[src/rtl/ucc_pkg.sv]
package ucc_pkg;
  typedef enum logic [2:0] {
    ST_INV = 3'd0,
    ST_EXC = 3'd1,
    ST_SHC = 3'd2,
    ST_SHM = 3'd3,
    ST_MOD = 3'd4
  } line_st_e;

  typedef enum logic [1:0] {
    K_HIT   = 2'd0,
    K_RMISS = 2'd1,
    K_UPD   = 2'd2,
    K_WMISS = 2'd3
  } acc_kind_e;
endpackage

[src/rtl/ucc_decide.sv]
module ucc_decide
  import ucc_pkg::*;
#(
  parameter int NCACHE = 4,
  parameter int COST_W = 8,
  parameter int HIT_COST = 1,
  parameter int UPD_COST = 60,
  parameter int XFER_COST = 90,
  localparam int IDX_W = (NCACHE > 1) ? $clog2(NCACHE) : 1
) (
  input  line_st_e [NCACHE-1:0] cur_st,
  input  logic [IDX_W-1:0]      cpu,
  input  logic                  wr,
  output line_st_e [NCACHE-1:0] nxt_st,
  output acc_kind_e             kind,
  output logic [COST_W-1:0]     cost
);
  logic [NCACHE-1:0] holders;
  logic [NCACHE-1:0] sel;
  logic              self_has;
  logic              others_have;

  for (genvar g = 0; g < NCACHE; g++) begin : g_hold
    assign holders[g] = (cur_st[g] != ST_INV);
    assign sel[g]     = (IDX_W'(g) == cpu);
  end

  assign self_has    = |(holders & sel);
  assign others_have = |(holders & ~sel);

  always_comb begin
    nxt_st = cur_st;
    kind   = K_HIT;
    cost   = COST_W'(HIT_COST);
    if (!wr) begin
      if (!self_has) begin
        kind = K_RMISS;
        cost = COST_W'(XFER_COST);
        for (int i = 0; i < NCACHE; i++) begin
          if (sel[i])                 nxt_st[i] = others_have ? ST_SHC : ST_EXC;
          else if (cur_st[i] == ST_EXC) nxt_st[i] = ST_SHC;
          else if (cur_st[i] == ST_MOD) nxt_st[i] = ST_SHM;
        end
      end
    end else if (!others_have) begin
      if (!self_has) begin
        kind = K_WMISS;
        cost = COST_W'(XFER_COST);
      end
      for (int i = 0; i < NCACHE; i++)
        if (sel[i]) nxt_st[i] = ST_MOD;
    end else begin
      kind = self_has ? K_UPD : K_WMISS;
      cost = self_has ? COST_W'(UPD_COST) : COST_W'(XFER_COST + UPD_COST);
      for (int i = 0; i < NCACHE; i++) begin
        if (sel[i])          nxt_st[i] = ST_SHM;
        else if (holders[i]) nxt_st[i] = ST_SHC;
      end
    end
  end
endmodule

[src/rtl/ucc_line_regs.sv]
module ucc_line_regs
  import ucc_pkg::*;
#(
  parameter int NCACHE = 4
) (
  input  logic                  clk,
  input  logic                  rst,
  input  logic                  en,
  input  line_st_e [NCACHE-1:0] nxt_st,
  output line_st_e [NCACHE-1:0] cur_st
);
  for (genvar g = 0; g < NCACHE; g++) begin : g_line
    always_ff @(posedge clk) begin
      if (rst)     cur_st[g] <= ST_INV;
      else if (en) cur_st[g] <= nxt_st[g];
    end


    keep_copy_chk: assert property (@(posedge clk) disable iff (rst)
      (cur_st[g] != ST_INV) |=> (cur_st[g] != ST_INV));
  end

  logic [NCACHE-1:0] valid_v;
  logic [NCACHE-1:0] owner_v;
  for (genvar g = 0; g < NCACHE; g++) begin : g_vec
    assign valid_v[g] = (cur_st[g] != ST_INV);
    assign owner_v[g] = (cur_st[g] == ST_EXC) || (cur_st[g] == ST_MOD);
  end


  sole_owner_chk: assert property (@(posedge clk) disable iff (rst)
    (|owner_v) |-> ($countones(valid_v) == 1));
endmodule

[src/rtl/ucc_cost_accum.sv]
module ucc_cost_accum
  import ucc_pkg::*;
#(
  parameter int COST_W = 8,
  parameter int TOTAL_W = 32
) (
  input  logic               clk,
  input  logic               rst,
  input  logic               en,
  input  acc_kind_e          kind_in,
  input  logic [COST_W-1:0]  cost_in,
  output logic               res_valid,
  output acc_kind_e          res_kind,
  output logic [COST_W-1:0]  res_cost,
  output logic [TOTAL_W-1:0] total
);
  always_ff @(posedge clk) begin
    if (rst) begin
      res_valid <= 1'b0;
      res_kind  <= K_HIT;
      res_cost  <= '0;
      total     <= '0;
    end else begin
      res_valid <= en;
      if (en) begin
        res_kind <= kind_in;
        res_cost <= cost_in;
        total    <= total + TOTAL_W'(cost_in);
      end
    end
  end


  idle_hold_chk: assert property (@(posedge clk) disable iff (rst)
    !en |=> (!res_valid && $stable(total)));


  total_step_chk: assert property (@(posedge clk) disable iff (rst)
    res_valid |-> (total >= TOTAL_W'(res_cost)));
endmodule

[src/rtl/upd_coh_cost.sv]
module upd_coh_cost
  import ucc_pkg::*;
#(
  parameter int NCACHE = 4,
  parameter int COST_W = 8,
  parameter int TOTAL_W = 32,
  parameter int HIT_COST = 1,
  parameter int UPD_COST = 60,
  parameter int XFER_COST = 90,
  localparam int IDX_W = (NCACHE > 1) ? $clog2(NCACHE) : 1
) (
  input  logic                  clk,
  input  logic                  rst,
  input  logic                  acc_valid,
  input  logic [IDX_W-1:0]      acc_cpu,
  input  logic                  acc_write,
  output logic                  res_valid,
  output logic [1:0]            res_kind,
  output logic [COST_W-1:0]     res_cost,
  output logic [TOTAL_W-1:0]    total_cost,
  output logic [3*NCACHE-1:0]   line_state
);
  line_st_e [NCACHE-1:0] cur_st;
  line_st_e [NCACHE-1:0] nxt_st;
  acc_kind_e             d_kind;
  acc_kind_e             r_kind;
  logic [COST_W-1:0]     d_cost;

  ucc_decide #(
    .NCACHE(NCACHE), .COST_W(COST_W), .HIT_COST(HIT_COST),
    .UPD_COST(UPD_COST), .XFER_COST(XFER_COST)
  ) u_decide (
    .cur_st(cur_st), .cpu(acc_cpu), .wr(acc_write),
    .nxt_st(nxt_st), .kind(d_kind), .cost(d_cost)
  );

  ucc_line_regs #(.NCACHE(NCACHE)) u_lines (
    .clk(clk), .rst(rst), .en(acc_valid), .nxt_st(nxt_st), .cur_st(cur_st)
  );

  ucc_cost_accum #(.COST_W(COST_W), .TOTAL_W(TOTAL_W)) u_accum (
    .clk(clk), .rst(rst), .en(acc_valid), .kind_in(d_kind), .cost_in(d_cost),
    .res_valid(res_valid), .res_kind(r_kind), .res_cost(res_cost), .total(total_cost)
  );

  assign res_kind = r_kind;

  for (genvar g = 0; g < NCACHE; g++) begin : g_out
    assign line_state[3*g +: 3] = cur_st[g];
  end


  upd_writer_shm_chk: assert property (@(posedge clk) disable iff (rst)
    (res_valid && r_kind == K_UPD) |-> (cur_st[$past(acc_cpu)] == ST_SHM));


  rmiss_cost_chk: assert property (@(posedge clk) disable iff (rst)
    (res_valid && r_kind == K_RMISS) |-> (res_cost == COST_W'(XFER_COST)));


  read_hit_stable_chk: assert property (@(posedge clk) disable iff (rst)
    (acc_valid && !acc_write && cur_st[acc_cpu] != ST_INV) |=> $stable(cur_st));
endmodule

[config.mk]
export PLATFORM = sky130hd
export DESIGN_NAME = upd_coh_cost
export DESIGN_NICKNAME = d
export VERILOG_FILES = /design/src/rtl/ucc_pkg.sv /design/src/rtl/ucc_decide.sv /design/src/rtl/ucc_line_regs.sv /design/src/rtl/ucc_cost_accum.sv /design/src/rtl/upd_coh_cost.sv
export SDC_FILE = /design/constraint.sdc
export NUM_CORES = 1
export LEC_CHECK = 0
export ABC_AREA = 1
export ABC_CLOCK_PERIOD_IN_PS = 6770
export BUFFER_PORTS_ARGS = -buffer_cell sky130_fd_sc_hd__clkbuf_2
export CAP_MARGIN = 20
export CORE_MARGIN = 3
export CORE_UTILIZATION = 40
export DETAILED_ROUTE_END_ITERATION = 8
export PLACE_DENSITY = 0.65
export SYNTH_ARGS = -nofsm -noshare
export SYNTH_HDL_FRONTEND = slang
export SYNTH_SLANG_ARGS = --single-unit
export TNS_END_PERCENT = 5
[constraint.sdc]
create_clock -name clk -period 6.77 [get_ports clk]
set_input_delay 0.677 -clock clk [delete_from_list [all_inputs] [get_ports clk]]
set_output_delay 0.677 -clock clk [all_outputs]
set_load 0.05 [all_outputs]
### Word-level counts from Yosys, hierarchy flattened

Index checks and enable logic that the tools add are counted.

| word-level totals | value |
|---|---|
| register bits | 55 |
| bits of input ports | 6 |
| output and inout bits | 55 |
| logic and storage cells | 84 |

| operators by class | value |
|---|---|
| add/subtract/negate cells | 1 |
| eq/ne operators | 20 |
| multiplexer cells | 37 |
| bitwise gates (word level) | 3 |
| reduce and logical (&&, ||, !) cells | 15 |

Operator list:

| operator | count |
|---|---|
| $mux W3 | 24 |
| $mux W12 | 3 |
| $add A32 B8 Y32 | 1 |
| $mux W8 | 3 |
| $ne A3 B1 Y1 const B | 8 |
| $reduce_and A5 Y1 | 4 |
| $reduce_bool A4 Y1 | 4 |
| $eq A3 B1 Y1 const B | 4 |
| $eq A3 B3 Y1 const B | 4 |
| $reduce_bool A3 Y1 | 4 |
| $and A4 B4 Y4 | 2 |
| $mux W2 | 4 |
| $reduce_or A4 Y1 | 2 |
| $mux W7 | 1 |
| $eq A2 B2 Y1 const A | 2 |
| $not A4 Y4 | 1 |
| $eq A1 B2 Y1 const A | 1 |
| $logic_not A2 Y1 | 1 |
| $mux W1 | 2 |
| $ne A2 B2 Y1 const B | 1 |

### Logic depth before layout (Yosys ltp)

| depth | value |
|---|---|
| word-level depth | 8 |
| mapped depth | 23 |
| depth with buffers taken out | 22 |

### Cells and area by module

A second synthesis with hierarchy kept.

| second synthesis, totals | value |
|---|---|
| cell total of the unflattened synthesis | 609 |
| area, all modules | 3806.2 um^2 |

Modules (own cells, without submodules):

| module | instances | cells an instance | area each (um^2) | seq. area each (um^2) |
|---|---|---|---|---|
| ucc_cost_accum | 1 | 385 | 2546.2 | 860.8 |
| ucc_decide | 1 | 148 | 763.2 | 0.0 |
| ucc_line_regs | 1 | 76 | 496.7 | 240.2 |

### Least setup slack after synthesis

OpenSTA, ideal clock, no wires.

| timing path | value |
|---|---|
| path type | in2reg |
| start | in acc_cpu[0] |
| end | reg u_accum.total[30] |
| arrival | 2.756 ns |
| path slack | 3.897 ns |
| stages | 20 |
| path buffers | 0 |
| cell sequence | nand2_1 > inv_1 > nand2_1 > nand2_2 > nor2_1 > inv_1 > ha_1 > nand2_1 > nand2_1 > inv_1 > ha_1 > nand3_1 > inv_1 > nor2_1 > o21ai_0 > nand2_1 > nand2_1 > nand3_1 > nand2_1 > nor2_1 |

| between the ends | value |
|---|---|
| word-level cells in the longest chain between the ends | 7 |
| elaborated cells on any way between the ends | 14 |

RTL lines:

| item | RTL line | text |
|---|---|---|
| from (decl) | upd_coh_cost.sv:15 | `input logic [IDX_W-1:0] acc_cpu,` |
| $eq A1 B2 Y1 (tied with other cells) | ucc_decide.sv:25 | `assign sel[g] = (IDX_W'(g) == cpu);` |
| $and A4 B4 Y4 or $not A4 Y4 (tied branches) | ucc_decide.sv:28, ucc_decide.sv:29 |  |
| $reduce_or A4 Y1 or $and A4 B4 Y4 (tied branches) | ucc_decide.sv:28, ucc_decide.sv:29 |  |
| $mux W7 (tied with other cells) | ucc_decide.sv:36, ucc_decide.sv:46 |  |
| $mux W8 | ucc_decide.sv:45 | `end else if (!others_have) begin` |
| $mux W8 * | ucc_decide.sv:35 | `if (!wr) begin` |
| net d_cost[3] | upd_coh_cost.sv:27 | `logic [COST_W-1:0] d_cost;` |
| $add A32 B8 Y32 * | ucc_cost_accum.sv:28 | `total <= total + TOTAL_W'(cost_in);` |
| to (signal assigned) | ucc_cost_accum.sv:28 |  |
| to (decl) | ucc_cost_accum.sv:15 | `output logic [TOTAL_W-1:0] total` |

The timed path passes the listed nets; every way through them passes the cells marked *.
A chain may end at the register's enable or synchronous reset.

### Final worst setup path

| timing path | value |
|---|---|
| start | in acc_cpu[1] |
| end | reg u_accum.total[17] |

| between the ends | value |
|---|---|
| word-level cells in the longest chain between the ends | 7 |
| elaborated cells on any way between the ends | 14 |

RTL lines:

| item | RTL line |
|---|---|
| $eq A1 B2 Y1 (tied with other cells) | ucc_decide.sv:25 |
| $and A4 B4 Y4 or $not A4 Y4 (tied branches) | ucc_decide.sv:28, ucc_decide.sv:29 |
| $reduce_or A4 Y1 or $and A4 B4 Y4 (tied branches) | ucc_decide.sv:28, ucc_decide.sv:29 |
| $mux W7 or $reduce_or A4 Y1 (tied branches) | ucc_decide.sv:36, ucc_decide.sv:46, ucc_decide.sv:29 |
| $mux W8 | ucc_decide.sv:45 |
| $mux W8 * | ucc_decide.sv:35 |
| net d_cost[6] | upd_coh_cost.sv:27 |
| $add A32 B8 Y32 * | ucc_cost_accum.sv:28 |

Marks and branches as above.

==> impl_metrics.yaml <==
yosys:
  synth.area.top_cells: "dfxtp_1 31%, nand2_1 16%, nor2_1 11%"
  syn_inst: 576
  synth.yosys.seq_area_share: 0.312
  synth_area_leader_cell: "dfxtp_1"
  syn-cell-area_sq_mm: 0.00353
  async_reset_ff_frac: 0
  synth_top_flop_cell: "dfxtp_1"
  synth.top_cell.area_share: 0.312
  ys_seq_elements: 55
  yosys_warnings: 0
  syn_avg_cell_area_sq_um: 6.13
  synth_edf_count: 0
  synth_cell_types: 33
  syn_nets: 594
placement:
  place_congestion: 0.880
  io_buffers: 60
  place_area_sq_mm: 0.00389
  dp_slack_ps: 3220
  hpwl_mm: 7.13
  dpl.cell_count: 727
global_route:
  overflow: 0
  antenna_found_initial: 0
  grt_pass1_vias: 3357
  grt_first_pass_wirelength_mm: 15.7
  grt_max_degree: 37
  grt_usage: 0.190
power:
  post-layout-total-power_mw: 1.03
  powerDensity_mw_per_mm2: 257
  peakVddDrop_mv: 0.108
  p_leak_nw: 2.08
timing:
  finalHoldViolCount: 0
  finalCritPeriodShare: 0.482
  final_max_slew_viol_count: 0
  setup_viol: 0
  max-slew-margin-rel: 0.461
  finalSetupTns_ps: 0
  worst_pin_slew_ps: 807
  grt_setup_unrepaired: "false"
  fin_crit_ps: 3260
  skew_ps: 11.8
  setup_slack_ps: 3510
  hold_ws_ps: 473
  fmax_mhz: 307
routing:
  final_antenna_net_count: 0
  wl_per_cell_um: 12.4
  dr_total_vias: 3645
  drt_iter0_markers: 199
  drc: 0
  finalWirelength_mm: 9.12
  vias_per_cell: 4.96
  dr.pass1.iters: 5
critical_path:
  cp_num_buf_inv: 4
  crit_fanout: 11
  cp_data_arrival_time_ps: 3510
  crit_chain: "clkbuf_2 > inv_1 > nand2_2 > inv_2 > nand2_2 > nand2_2 > o21ai_2 > o21ai_0 > inv_1 > ha_1 > nand2_1 > nand2_1 > a21boi_0 > nand3_1 > nand2_1 > o21ai_0 > a21oi_1"
  path_delay_family: "compound AO/OA/AOI/OAI gates"
  max_stage_delay_ps: 560
  cp_slowest_cell: "o21ai_2"
  cp-end-kind: "flip-flop"
  crit_type: "in -> reg"
  start_kind: "primary input"
  crit_required_ps: 7020
clock_tree:
  cts_setup_buffers: 0
  clock_latency_ps: 320
  root_buffer: "clkbuf_8"
  cts_buffer_depth: 2
  h-tree-depth: 2
  clock-sinks: 55
  numCtsBuffers: 5
  cts_resized: 0
  cts_hold_buf: 0
  cts_tree: "done"
  clkTransAtPathRegs_ps: 100
floorplanning:
  io_pins: 61
  die_w_um: 100
  die_height_um: 100
  rows: 33
  coreArea_sq_mm: 0.00838
  dieArea_sq_mm: 0.0100
  start_util: 0.422
run_status:
  outcome: "complete, no violations"
final_layout:
  area_growth_pct: 13.5
  fin_util: 0.479
  final_area_sq_mm: 0.00401
  finalNonFillerCells: 735
  n_antenna_cell: 0
  drive_gt1_frac: 0.133
  final_nets: 647
  fillers: 920
run:
  max_cap_viol_count: 0
worst_hold_path:
  hold_path.class: "reg -> reg"
## tightest hold or removal path, cell delays in order, from the launching register on
cell	delay (ps)
dfxtp_1	320
nand2_1	60
a21oi_1	60
## cells in the final DEF, fill, tap and decap left out, drive strengths merged, types with 2 or more instances in the layout
cell and instances:
inv 90, nor2 108, clkbuf 66, nand2 152
nor4 2, nand4 18, nand3 50, dfxtp 55
xor2 5, a21oi 21, nor3 13, nand3b 2
o21ai 30, ha 11
## cell usage after synthesis (2+ instances only)
cell,count
xor2_1,5
dfxtp_1,55
nand4_1,18
nand3b_1,2
o21ai_0,29
inv_1,88
nor2_1,107
a21oi_1,21
clkbuf_1,7
ha_1,11
buf_2,3
nand2_1,147
nor3_1,11
nand2_2,5
nand3_1,47
nand3_4,3
## worst paths after layout
path                                          start                  end  slack [ps]  cells past startpoint
worst max-delay path                     acc_cpu[1]    u_accum.total[17]        3510                     17
worst min-delay path            u_accum.res_cost[1]  u_accum.res_cost[1]         470                      2
worst max register to register    u_lines.cur_st[3]    u_accum.total[17]        3550                     15
worst min register to register  u_accum.res_cost[1]  u_accum.res_cost[1]         470                      2
## routing by layer
layer | wire, um | global-route usage | up-vias
met3 | 581 | 0.0347 | 15
met5 | 0 | 0 | -
met4 | 160 | 0.0560 | 0
met1 | 4330 | 0.259 | 1615
li1 | - | - | 1915
met2 | 4050 | 0.307 | 100
## power by group
group	internal (mW)	total, mW	leakage (nW)	switching, mW
clock	0.122	0.236	0.0618	0.114
combinational	0.117	0.421	1.57	0.304
sequential	0.352	0.376	0.450	0.0240
## cell type report
class | count | area, sq um | area share
timing repair buffer | 61 | 308 | 0.0767
clock buffer | 6 | 82.6 | 0.0206
sequential | 55 | 1100 | 0.274
multi-input combinational | 417 | 2020 | 0.502
tap | 105 | 131 | 0.0328
clock inverter | 2 | 38.8 | 0.00967
inverter | 89 | 334 | 0.0833
## sequential cells by signal, indices dropped and copies added (netlist names)
register           cells
u_accum.res_kind       2
u_accum.total         32
u_lines.cur_st        12
u_accum.res_valid      1
u_accum.res_cost       8
## kinds of logic (layout without fill, tap and decap cells)
| group | count (synthesis) | count (layout) | share of synthesized area |
|---|---|---|---|
| AO/OA/AOI/OAI | 54 | 54 | 0.0807 |
| XOR/XNOR | 6 | 6 | 0.0149 |
| buffers and inverters | 104 | 158 | 0.118 |
| flip-flops | 55 | 55 | 0.312 |
| AND/OR/NAND/NOR | 345 | 345 | 0.430 |
| adder cells (fa/ha/maj) | 12 | 12 | 0.0446 |
Note: power is estimated with default switching activity, not from simulation.
